--- src/rtl/fpsr_pkg.sv ---
package fpsr_pkg;
  localparam int N_IEEE    = 5;
  localparam int N_CAUSE   = N_IEEE + 1;
  localparam int RM_LSB    = 0;
  localparam int CAUSE_LSB = 2;
  localparam int FLUSH_BIT = CAUSE_LSB + N_CAUSE;
  localparam int EN_LSB    = FLUSH_BIT + 1;
  localparam int ACC_LSB   = EN_LSB + N_IEEE;
  localparam int SUM_BIT   = ACC_LSB + N_IEEE;
  localparam int WR_W      = SUM_BIT;
  localparam int RD_W      = SUM_BIT + 1;
  localparam int SUM_SRC_W = 4;

  typedef enum logic [1:0] {
    RM_NEAREST = 2'b00,
    RM_ZERO    = 2'b01,
    RM_POS_INF = 2'b10,
    RM_NEG_INF = 2'b11
  } rmode_e;
endpackage

--- src/rtl/fpsr_cause.sv ---
module fpsr_cause #(
  parameter int W = 6
) (
  input  logic         clk,
  input  logic         rst_n,
  input  logic         wr,
  input  logic [W-1:0] wmask,
  input  logic         load,
  input  logic [W-1:0] raw,
  output logic [W-1:0] cause
);
  logic [W-1:0] cause_d, cause_q;
  logic         cause_ce;

  always_comb begin
    cause_ce = wr | load;
    if (wr)        cause_d = cause_q & wmask;
    else if (load) cause_d = raw;
    else           cause_d = cause_q;
  end

  always_ff @(posedge clk or negedge rst_n) begin
    if (!rst_n)        cause_q <= '0;
    else if (cause_ce) cause_q <= cause_d;
  end

  assign cause = cause_q;
endmodule

--- src/rtl/fpsr_sticky.sv ---
module fpsr_sticky #(
  parameter int W = 5
) (
  input  logic         clk,
  input  logic         rst_n,
  input  logic         wr,
  input  logic [W-1:0] wen,
  input  logic [W-1:0] wacc,
  input  logic         load,
  input  logic [W-1:0] raw,
  output logic [W-1:0] enable,
  output logic [W-1:0] acc
);
  for (genvar i = 0; i < W; i++) begin : g_bit
    logic en_q, acc_q, acc_d, acc_ce;

    always_comb begin
      acc_ce = wr | (load & raw[i] & ~en_q);
      acc_d  = wr ? wacc[i] : 1'b1;
    end

    always_ff @(posedge clk or negedge rst_n) begin
      if (!rst_n)  en_q <= 1'b0;
      else if (wr) en_q <= wen[i];
    end

    always_ff @(posedge clk or negedge rst_n) begin
      if (!rst_n)      acc_q <= 1'b0;
      else if (acc_ce) acc_q <= acc_d;
    end

    assign enable[i] = en_q;
    assign acc[i]    = acc_q;
  end
endmodule

--- src/rtl/fp_status_ctrl.sv ---
module fp_status_ctrl
  import fpsr_pkg::*;
(
  input  logic            clk,
  input  logic            rst_n,
  input  logic            insn_done,
  input  logic [N_CAUSE-1:0] insn_exc,
  input  logic            sw_wr,
  input  logic [WR_W-1:0] sw_wdata,
  output logic [RD_W-1:0] sw_rdata,
  output logic [1:0]      round_mode,
  output logic            flush_denorm,
  output logic            trap_req
);
  logic [1:0]         rst_sync_q;
  logic               rst_i;
  rmode_e             rm_q, rm_d;
  logic               fl_q, fl_d;
  logic [N_CAUSE-1:0] cause;
  logic [N_IEEE-1:0]  enable, acc;
  logic               load;

  always_ff @(posedge clk or negedge rst_n) begin
    if (!rst_n) rst_sync_q <= 2'b00;
    else        rst_sync_q <= {rst_sync_q[0], 1'b1};
  end
  assign rst_i = rst_sync_q[1];

  assign load = insn_done & ~sw_wr;

  always_comb begin
    rm_d = rmode_e'(sw_wdata[RM_LSB +: 2]);
    fl_d = sw_wdata[FLUSH_BIT];
  end

  always_ff @(posedge clk or negedge rst_i) begin
    if (!rst_i) begin
      rm_q <= RM_NEAREST;
      fl_q <= 1'b0;
    end else if (sw_wr) begin
      rm_q <= rm_d;
      fl_q <= fl_d;
    end
  end

  fpsr_cause #(.W(N_CAUSE)) u_cause (
    .clk   (clk),
    .rst_n (rst_i),
    .wr    (sw_wr),
    .wmask (sw_wdata[CAUSE_LSB +: N_CAUSE]),
    .load  (load),
    .raw   (insn_exc),
    .cause (cause)
  );

  fpsr_sticky #(.W(N_IEEE)) u_sticky (
    .clk    (clk),
    .rst_n  (rst_i),
    .wr     (sw_wr),
    .wen    (sw_wdata[EN_LSB +: N_IEEE]),
    .wacc   (sw_wdata[ACC_LSB +: N_IEEE]),
    .load   (load),
    .raw    (insn_exc[N_IEEE-1:0]),
    .enable (enable),
    .acc    (acc)
  );

  always_comb begin
    sw_rdata                        = '0;
    sw_rdata[RM_LSB +: 2]           = rm_q;
    sw_rdata[CAUSE_LSB +: N_CAUSE]  = cause;
    sw_rdata[FLUSH_BIT]             = fl_q;
    sw_rdata[EN_LSB +: N_IEEE]      = enable;
    sw_rdata[ACC_LSB +: N_IEEE]     = acc;
    sw_rdata[SUM_BIT]               = |acc[SUM_SRC_W-1:0];
  end

  assign round_mode   = rm_q;
  assign flush_denorm = fl_q;
  assign trap_req     = insn_done & rst_i &
                        ((|(insn_exc[N_IEEE-1:0] & enable)) | insn_exc[N_CAUSE-1]);
endmodule

--- config.mk ---
export PLATFORM = sky130hd
export DESIGN_NAME = fp_status_ctrl
export DESIGN_NICKNAME = d
export VERILOG_FILES = /design/src/rtl/fpsr_pkg.sv /design/src/rtl/fpsr_cause.sv /design/src/rtl/fpsr_sticky.sv /design/src/rtl/fp_status_ctrl.sv
export SDC_FILE = /design/constraint.sdc
export NUM_CORES = 1
export LEC_CHECK = 0
export BUFFER_PORTS_ARGS = -buffer_cell sky130_fd_sc_hd__clkbuf_2
export CAP_MARGIN = 20
export CELL_PAD_IN_SITES_DETAIL_PLACEMENT = 0
export CELL_PAD_IN_SITES_GLOBAL_PLACEMENT = 1
export CORE_AREA = 2 2 55 70
export CTS_BUF_LIST = sky130_fd_sc_hd__clkbuf_8
export CTS_CLUSTER_SIZE = 30
export DETAILED_ROUTE_END_ITERATION = 10
export DIE_AREA = 0 0 57 72
export MAX_ROUTING_LAYER = met4
export PLACE_DENSITY = 0.82
export REMOVE_ABC_BUFFERS = 1
export SLEW_MARGIN = 5
export SYNTH_ARGS = -nofsm -noshare
export SYNTH_HDL_FRONTEND = slang
export SYNTH_SLANG_ARGS = --single-unit
--- constraint.sdc ---
create_clock -name clk -period 1.2 [get_ports clk]
set_clock_uncertainty 0.1 [all_clocks]
set_input_delay 0.12 -clock clk [delete_from_list [all_inputs] [get_ports clk]]
set_output_delay 0.12 -clock clk [all_outputs]
set_load 0.1 [all_outputs]
==> results.toml, run 1 <==
[status]
status = "finished, violations left"
violations = "negative setup slack"

[place]
dp_cells = 173
gp_congestion = 0.786
port_buffers = 52
place_hpwl_um = 1990
placed_cell_area_um2 = 1680

[floorplan]
die-area_um2 = 4100
row_count = 24
io_pins = 53
die_h_um = 72
initial_utilization_pct = 30.1
dieWidth_um = 57
core_region_area_um2 = 3420

[clock_network]
cts_max_path_buffers = 2
numCtsBuffers = 3
clock_latency_ns = 0.25
cts_max_level = 1
clock_sinks = 21
path_clk_slew_ns = 0.07
cts_root_buf = "clkbuf_8"
cts_tree = "built"

[grt]
grt_pass1_wl_um = 4440
grt_pass1_vias = 944
antenna_found_initial = 0
grt_max_degree = 31
grt_overflow = 0
gr-usage-all-layers_pct = 14.2

[cells_and_area]
mostFrequentLayoutCells = "28 x clkbuf_2, 25 x buf_12, 20 x dfrtp_1, 10 x dlygate4sd3_1"
diodes = 0
drive_gt1_share_pct = 57.6
stdcell_area_um2 = 1900
fin_cells = 190
nets = 181
final_common_cell = "clkbuf_2"
syn2layout_area_growth_pct = 84.3

[logic_synthesis]
netlist_top_cells_area = "dfrtp_1 51%, buf_4 10%, mux2_2 8.7%"
yosysWarnings = 0
synth.avg_cell_area_um2 = 12.0
yosys.area.top_type = "dfrtp_1"
synth.ff_latch_count = 21
synth.cell_area_um2 = 1030
synth.top_cell.area_share_pct = 51.0
syn_inst = 86
yosysUniqueCellTypes = 18
synth_seq_area_share_pct = 51.0

[sta]
rsz0062_at_grt = "true"
setup_slack_ns = -0.378
setup_viol = 4
min_period_over_period_pct = 132
finalSetupTns_ns = -0.815
drv_slew = 0
finalHoldViolations = 0
min_period_ns = 1.58
timing.fmax_mhz = 634

[worst_setup_path]
slowest_delay_ns = 0.55
crit_path_start = "u_sticky.g_bit[1].acc_q$_DFFE_PN0P_"
cp.required_ns = 0.98
path_buf_inv = 1
r2r-start = "u_sticky.g_bit[1].acc_q$_DFFE_PN0P_"
path_class = "reg -> out"
crit_chain = "or4_4 -> buf_12"
worst_ep_arrival_time_ns = 1.36
r2r_slack_ns = 0.01
end_kind = "output port"
reg2reg_to = "u_sticky.g_bit[1].acc_q$_DFFE_PN0P_"
r2r_cells = 4
cp_max_fo = 2
cp.depth = 2
start_kind = "flip-flop"
worstSetupEndpoint = "sw_rdata[19]"
crit_family = "simple AND/OR/NAND/NOR gates"
crit_slowest_cell = "or4_4"

[power_and_ir_drop]
leakagePower_nw = 0.900
finalPower_mw = 2.49
ir_drop_v = 0.00102
pwr_density_cell_nw_per_um2 = 1310

[job]
drv_cap = 0

[route]
ant_nets = 0
routed-via-count = 890
routedWlPerCell_um = 14.0
dr.pass1.iters = 4
drt_iter0_markers = 18
remaining_drc_errors = 0
avgViaCountPerCell = 4.68
finalWirelength_um = 2660

[worst_hold_path]
hold_path.class = "in -> reg"
worstHoldStart = "sw_wdata[12]"
flip-flops by register name, indices dropped and copies added, names as in the netlist:
signal                count
u_sticky.g_bit.acc_q      5
round_mode                2
flush_denorm              1
u_sticky.g_bit.en_q       5
u_cause.cause             6
rst_sync_q                2
power breakdown:
part           internal (mW)  leakage, nW  total (mW)  switching [mW]
Combinational          0.485        0.625        1.21           0.726
Clock                  0.227       0.0269       0.437           0.210
Sequential             0.772        0.249       0.845          0.0724
layout make-up:
| class | count | area, um^2 |
|---|---|---|
| Clock buffer | 3 | 41.3 |
| Clock inverter | 1 | 3.75 |
| Fill cell | 310 | 1520 |
| Multi-Input combinational cell | 48 | 397 |
| Sequential cell | 21 | 527 |
| Tap cell | 39 | 48.8 |
| Timing Repair Buffer | 78 | 883 |
Yosys cell counts:
master / instances
conb_1: 1
a21oi_1: 1
nand3_1: 6
and3b_1: 3
nand2b_1: 5
or4_1: 1
nand2_1: 1
dfrtp_1: 21
and3b_2: 2
o31a_1: 5
a31oi_1: 1
mux2_2: 8
buf_4: 14
a22oi_1: 2
buf_6: 2
o21ai_0: 6
buf_2: 1
mux2i_1: 6
cell families after synthesis:
kind of cell / Yosys count / synth area share [%]
simple gates: 18 / 11.5
other cells: 1 / 0.364
flops: 21 / 51.0
compound gates: 15 / 9.71
mux: 14 / 14.6
buf+inv: 17 / 12.9
through the flow:
stage / setup slack [ns] / util, % / hold slack (ns)
2_1_floorplan: -1.87 / - / -0.276
3_3_place_gp: -0.133 / 49.0 / -0.189
3_5_place_dp: -0.163 / 49.0 / -0.189
5_1_grt: -0.405 / 55.5 / 0.0127
6_report: -0.378 / 55.5 / 0.0142
4_1_cts: -0.386 / 53.9 / 0.00000441
timing repair:
action,CTS,global route
buffers inserted,3,6
setup endpoints to repair,2,12
hold buffers,7,3
gates resized for setup,7,9
hold endpoints to repair,8,3
pin swaps,2,4
metal layers:
| metal | up-vias | track usage, % | part of all wire [%] |
|---|---|---|---|
| met4 | 0 | 3.88 | 0.45 |
| met2 | 29 | 26.4 | 59 |
| met1 | 436 | 15.7 | 37 |
| met5 | - | - | 0 |
| li1 | 423 | - | - |
| met3 | 2 | 1.78 | 4.0 |
how the worst min path moves through the flow:
stage,endpoint,slack [ns],cells after the start
2_1_floorplan,rst_sync_q[0]$_DFF_PN0_,-0.28,0
3_3_place_gp,rst_sync_q[0]$_DFF_PN0_,-0.19,1
3_5_place_dp,rst_sync_q[0]$_DFF_PN0_,-0.19,1
4_1_cts,u_sticky.g_bit[2].en_q$_DFFE_PN0P_,0.000004,2
5_1_grt,u_sticky.g_bit[3].en_q$_DFFE_PN0P_,0.01,2
6_report,u_sticky.g_bit[3].en_q$_DFFE_PN0P_,0.01,2
Note: power is estimated with default switching activity, not from simulation.
==> inputs of run 2 (changes only) <==
PLACE_DENSITY = 0.83   (was 0.82)
SYNTH_HIERARCHICAL = 1   (was unset)
==> run 2 against run 1 <==
Effect of this change:
- the run still ends with negative setup slack left
- worst hold slack worse by 0.010 ns
- clock power increased by 5.0%
- critical path depth unchanged
- sequential power fell by 0.7%
- largest cell class unchanged
==> results.toml, run 2 <==
[status]
status = "finished, violations left"
violations = "negative setup slack"

[clock_network]
cts_max_level = 1
cts_tree = "built"
numCtsBuffers = 3
path_clk_slew_ns = 0.08
clock_sinks = 21
cts_max_path_buffers = 2
clock_latency_ns = 0.25
cts_root_buf = "clkbuf_8"

[power_and_ir_drop]
clockPowerShare_pct = 18.4
swShare_pct = 41.0
p_int_mw = 1.47
seq_power_share_pct = 33.7
power_frac_comb_pct = 47.8
leakagePower_nw = 0.853
ir_drop_v = 0.000901
pwr_density_cell_nw_per_um2 = 1340
switching_power_mw = 1.02

[logic_synthesis]
synth_most_common_cell = "dfrtp_1"
syn_inst = 92
synthXorXnorAreaFrac_pct = 0
synth_seq_area_share_pct = 50.8
synth_compound_area_share_pct = 9.79
ys_async_sr_fraction_pct = 100
netlist_top_cells_area = "dfrtp_1 51%, buf_4 10%, mux2_2 8.7%"
synth_common_cells = "21 x dfrtp_1, 14 x buf_4, 8 x mux2_2, 6 x nor2b_1"
synthSimpleGateAreaFrac_pct = 12.1
synth_ff_type = "dfrtp_1"
synth.cell_area_um2 = 1030
synth_mux_area_share_pct = 13.5
yosys.area.top_type = "dfrtp_1"
synth_adder_area_share_pct = 0
synth.top_cell.area_share_pct = 50.8
synth.ff_latch_count = 21
synth.avg_cell_area_um2 = 11.2
yosysUniqueCellTypes = 19
synth_edf_count = 0
yosysWarnings = 6
synth_top_family_by_area = "multiplexers"

[cells_and_area]
drive_gt1_share_pct = 54.2
fin_util_pct = 54.3
fin_cells = 192
mostFrequentLayoutCells = "28 x clkbuf_2, 25 x buf_12, 21 x dfrtp_1, 8 x mux2_2, 8 x dlygate4sd3_1"
nets = 183
diodes = 0
syn2layout_area_growth_pct = 79.7
final_common_cell = "clkbuf_2"
largest_reg_flops = 6

[worst_setup_path]
cp_max_fo = 2
end_kind = "output port"
start_kind = "flip-flop"
path_class = "reg -> out"
cp.required_ns = 0.98
worst_ep_arrival_time_ns = 1.38

[floorplan]
die_h_um = 72
initial_utilization_pct = 30.2
dieWidth_um = 57
core_region_area_um2 = 3420
row_count = 24
io_pins = 53
die-area_um2 = 4100

[route]
remaining_drc_errors = 0
drt_iter0_markers = 13
finalWirelength_um = 2780
routedWlPerCell_um = 14.5
dr.pass1.iters = 4
routed-via-count = 897
avgViaCountPerCell = 4.67
ant_nets = 0

[place]
dp_cells = 179
place_hpwl_um = 2160
port_buffers = 52
gp_congestion = 0.761

[grt]
gr-usage-all-layers_pct = 14.7
grt_overflow = 0
antenna_found_initial = 0
grt_max_degree = 21
grt_pass1_vias = 981
grt_pass1_wl_um = 4510

[sta]
finalHoldViolations = 0
min_period_ns = 1.60
setup_viol = 3
setup_slack_ns = -0.401
rsz0062_at_grt = "true"
drv_slew = 0
timing.fmax_mhz = 625
min_period_over_period_pct = 133

[job]
drv_cap = 0

[worst_hold_path]
hold_path.class = "in -> reg"
run 2: changes by cell type in the layout (fill, tap and decap cells not counted), sizes merged, moves of 5 or more:
cell / delta
and3b: -5
o31a: -5
nor2b: +6
nand2b: -5
run 2: final timing paths:
path / start / endpoint / slack [ns] / cells after the start
max in group asynchronous: rst_sync_q[1]$_DFF_PN0_ / u_sticky/g_bit[2].acc_q$_DFFE_PN0P_ / 0.65 / 1
setup / recovery: u_sticky/g_bit[3].acc_q$_DFFE_PN0P_ / sw_rdata[19] / -0.40 / 2
hold reg to reg: rst_sync_q[1]$_DFF_PN0_ / u_cause/cause[1]$_DFFE_PN0P_ / 0.15 / 1
min in group asynchronous: rst_n / rst_sync_q[1]$_DFF_PN0_ / 0.07 / 2
setup reg to reg: u_sticky/g_bit[1].acc_q$_DFFE_PN0P_ / u_sticky/g_bit[1].acc_q$_DFFE_PN0P_ / 0.08 / 4
hold / removal: sw_wdata[0] / round_mode[0]$_DFFE_PN0P_ / 0.004 / 2
run 2: through the flow:
| step | worst slack (ns) | hold slack (ns) | TNS, ns | area (um^2) | total power [mW] |
|---|---|---|---|---|---|
| after floorplan | -1.88 | -0.276 | -10.90 | 896 | 1.47 |
| after global placement | -0.136 | -0.191 | -0.136 | 1680 | 1.97 |
| after detailed placement | -0.176 | -0.187 | -0.176 | 1680 | 1.99 |
| after CTS | -0.407 | 0.000261 | -0.652 | 1830 | 2.49 |
| after global routing | -0.443 | 0.00158 | -0.877 | 1860 | 2.59 |
| final | -0.401 | 0.00425 | -0.676 | 1860 | 2.49 |
run 2: layout make-up:
cell class / instances / area, um^2
clock buffers: 3 / 41.3
clock inverters: 1 / 5.00
fillers: 310 / 1560
multi-input cells: 54 / 394
flip-flops and latches: 21 / 526
well taps: 39 / 48.8
repair buffers: 74 / 845
run 2: cells by family (layout without fill, tap and decap cells):
kind of cell / Yosys count / after routing
buf+inv: 17 / 78
other cells: 1 / 1
simple gates: 23 / 23
compound gates: 17 / 17
mux: 13 / 13
flops: 21 / 21
run 2: timing repair:
item,4_1_cts,5_1_grt
pin swaps,1,2
resized for setup,6,6
endpoints found under the setup margin,2,11
setup buffers,1,3
hold buffers,7,1
hold endpoints to repair,8,1
run 2: layer usage:
layer	GRT usage, %	routed length (um)
met5	-	0
met3	2.14	100
met2	25.8	1530
met1	15.5	1040
met4	8.53	102
run 2: power by group through the flow:
stage	Sequential, mW	Combinational (mW)	Clock [mW]
6_report	0.839	1.19	0.459
5_1_grt	0.849	1.23	0.512
4_1_cts	0.835	1.18	0.474
3_5_place_dp	0.845	1.14	0
3_3_place_gp	0.839	1.13	0
2_1_floorplan	1.35	0.118	0
run 2: critical path, stage by stage (launching register included):
cell	delay [ns]
dfrtp_1	0.39
or4_4	0.55
buf_12	0.18
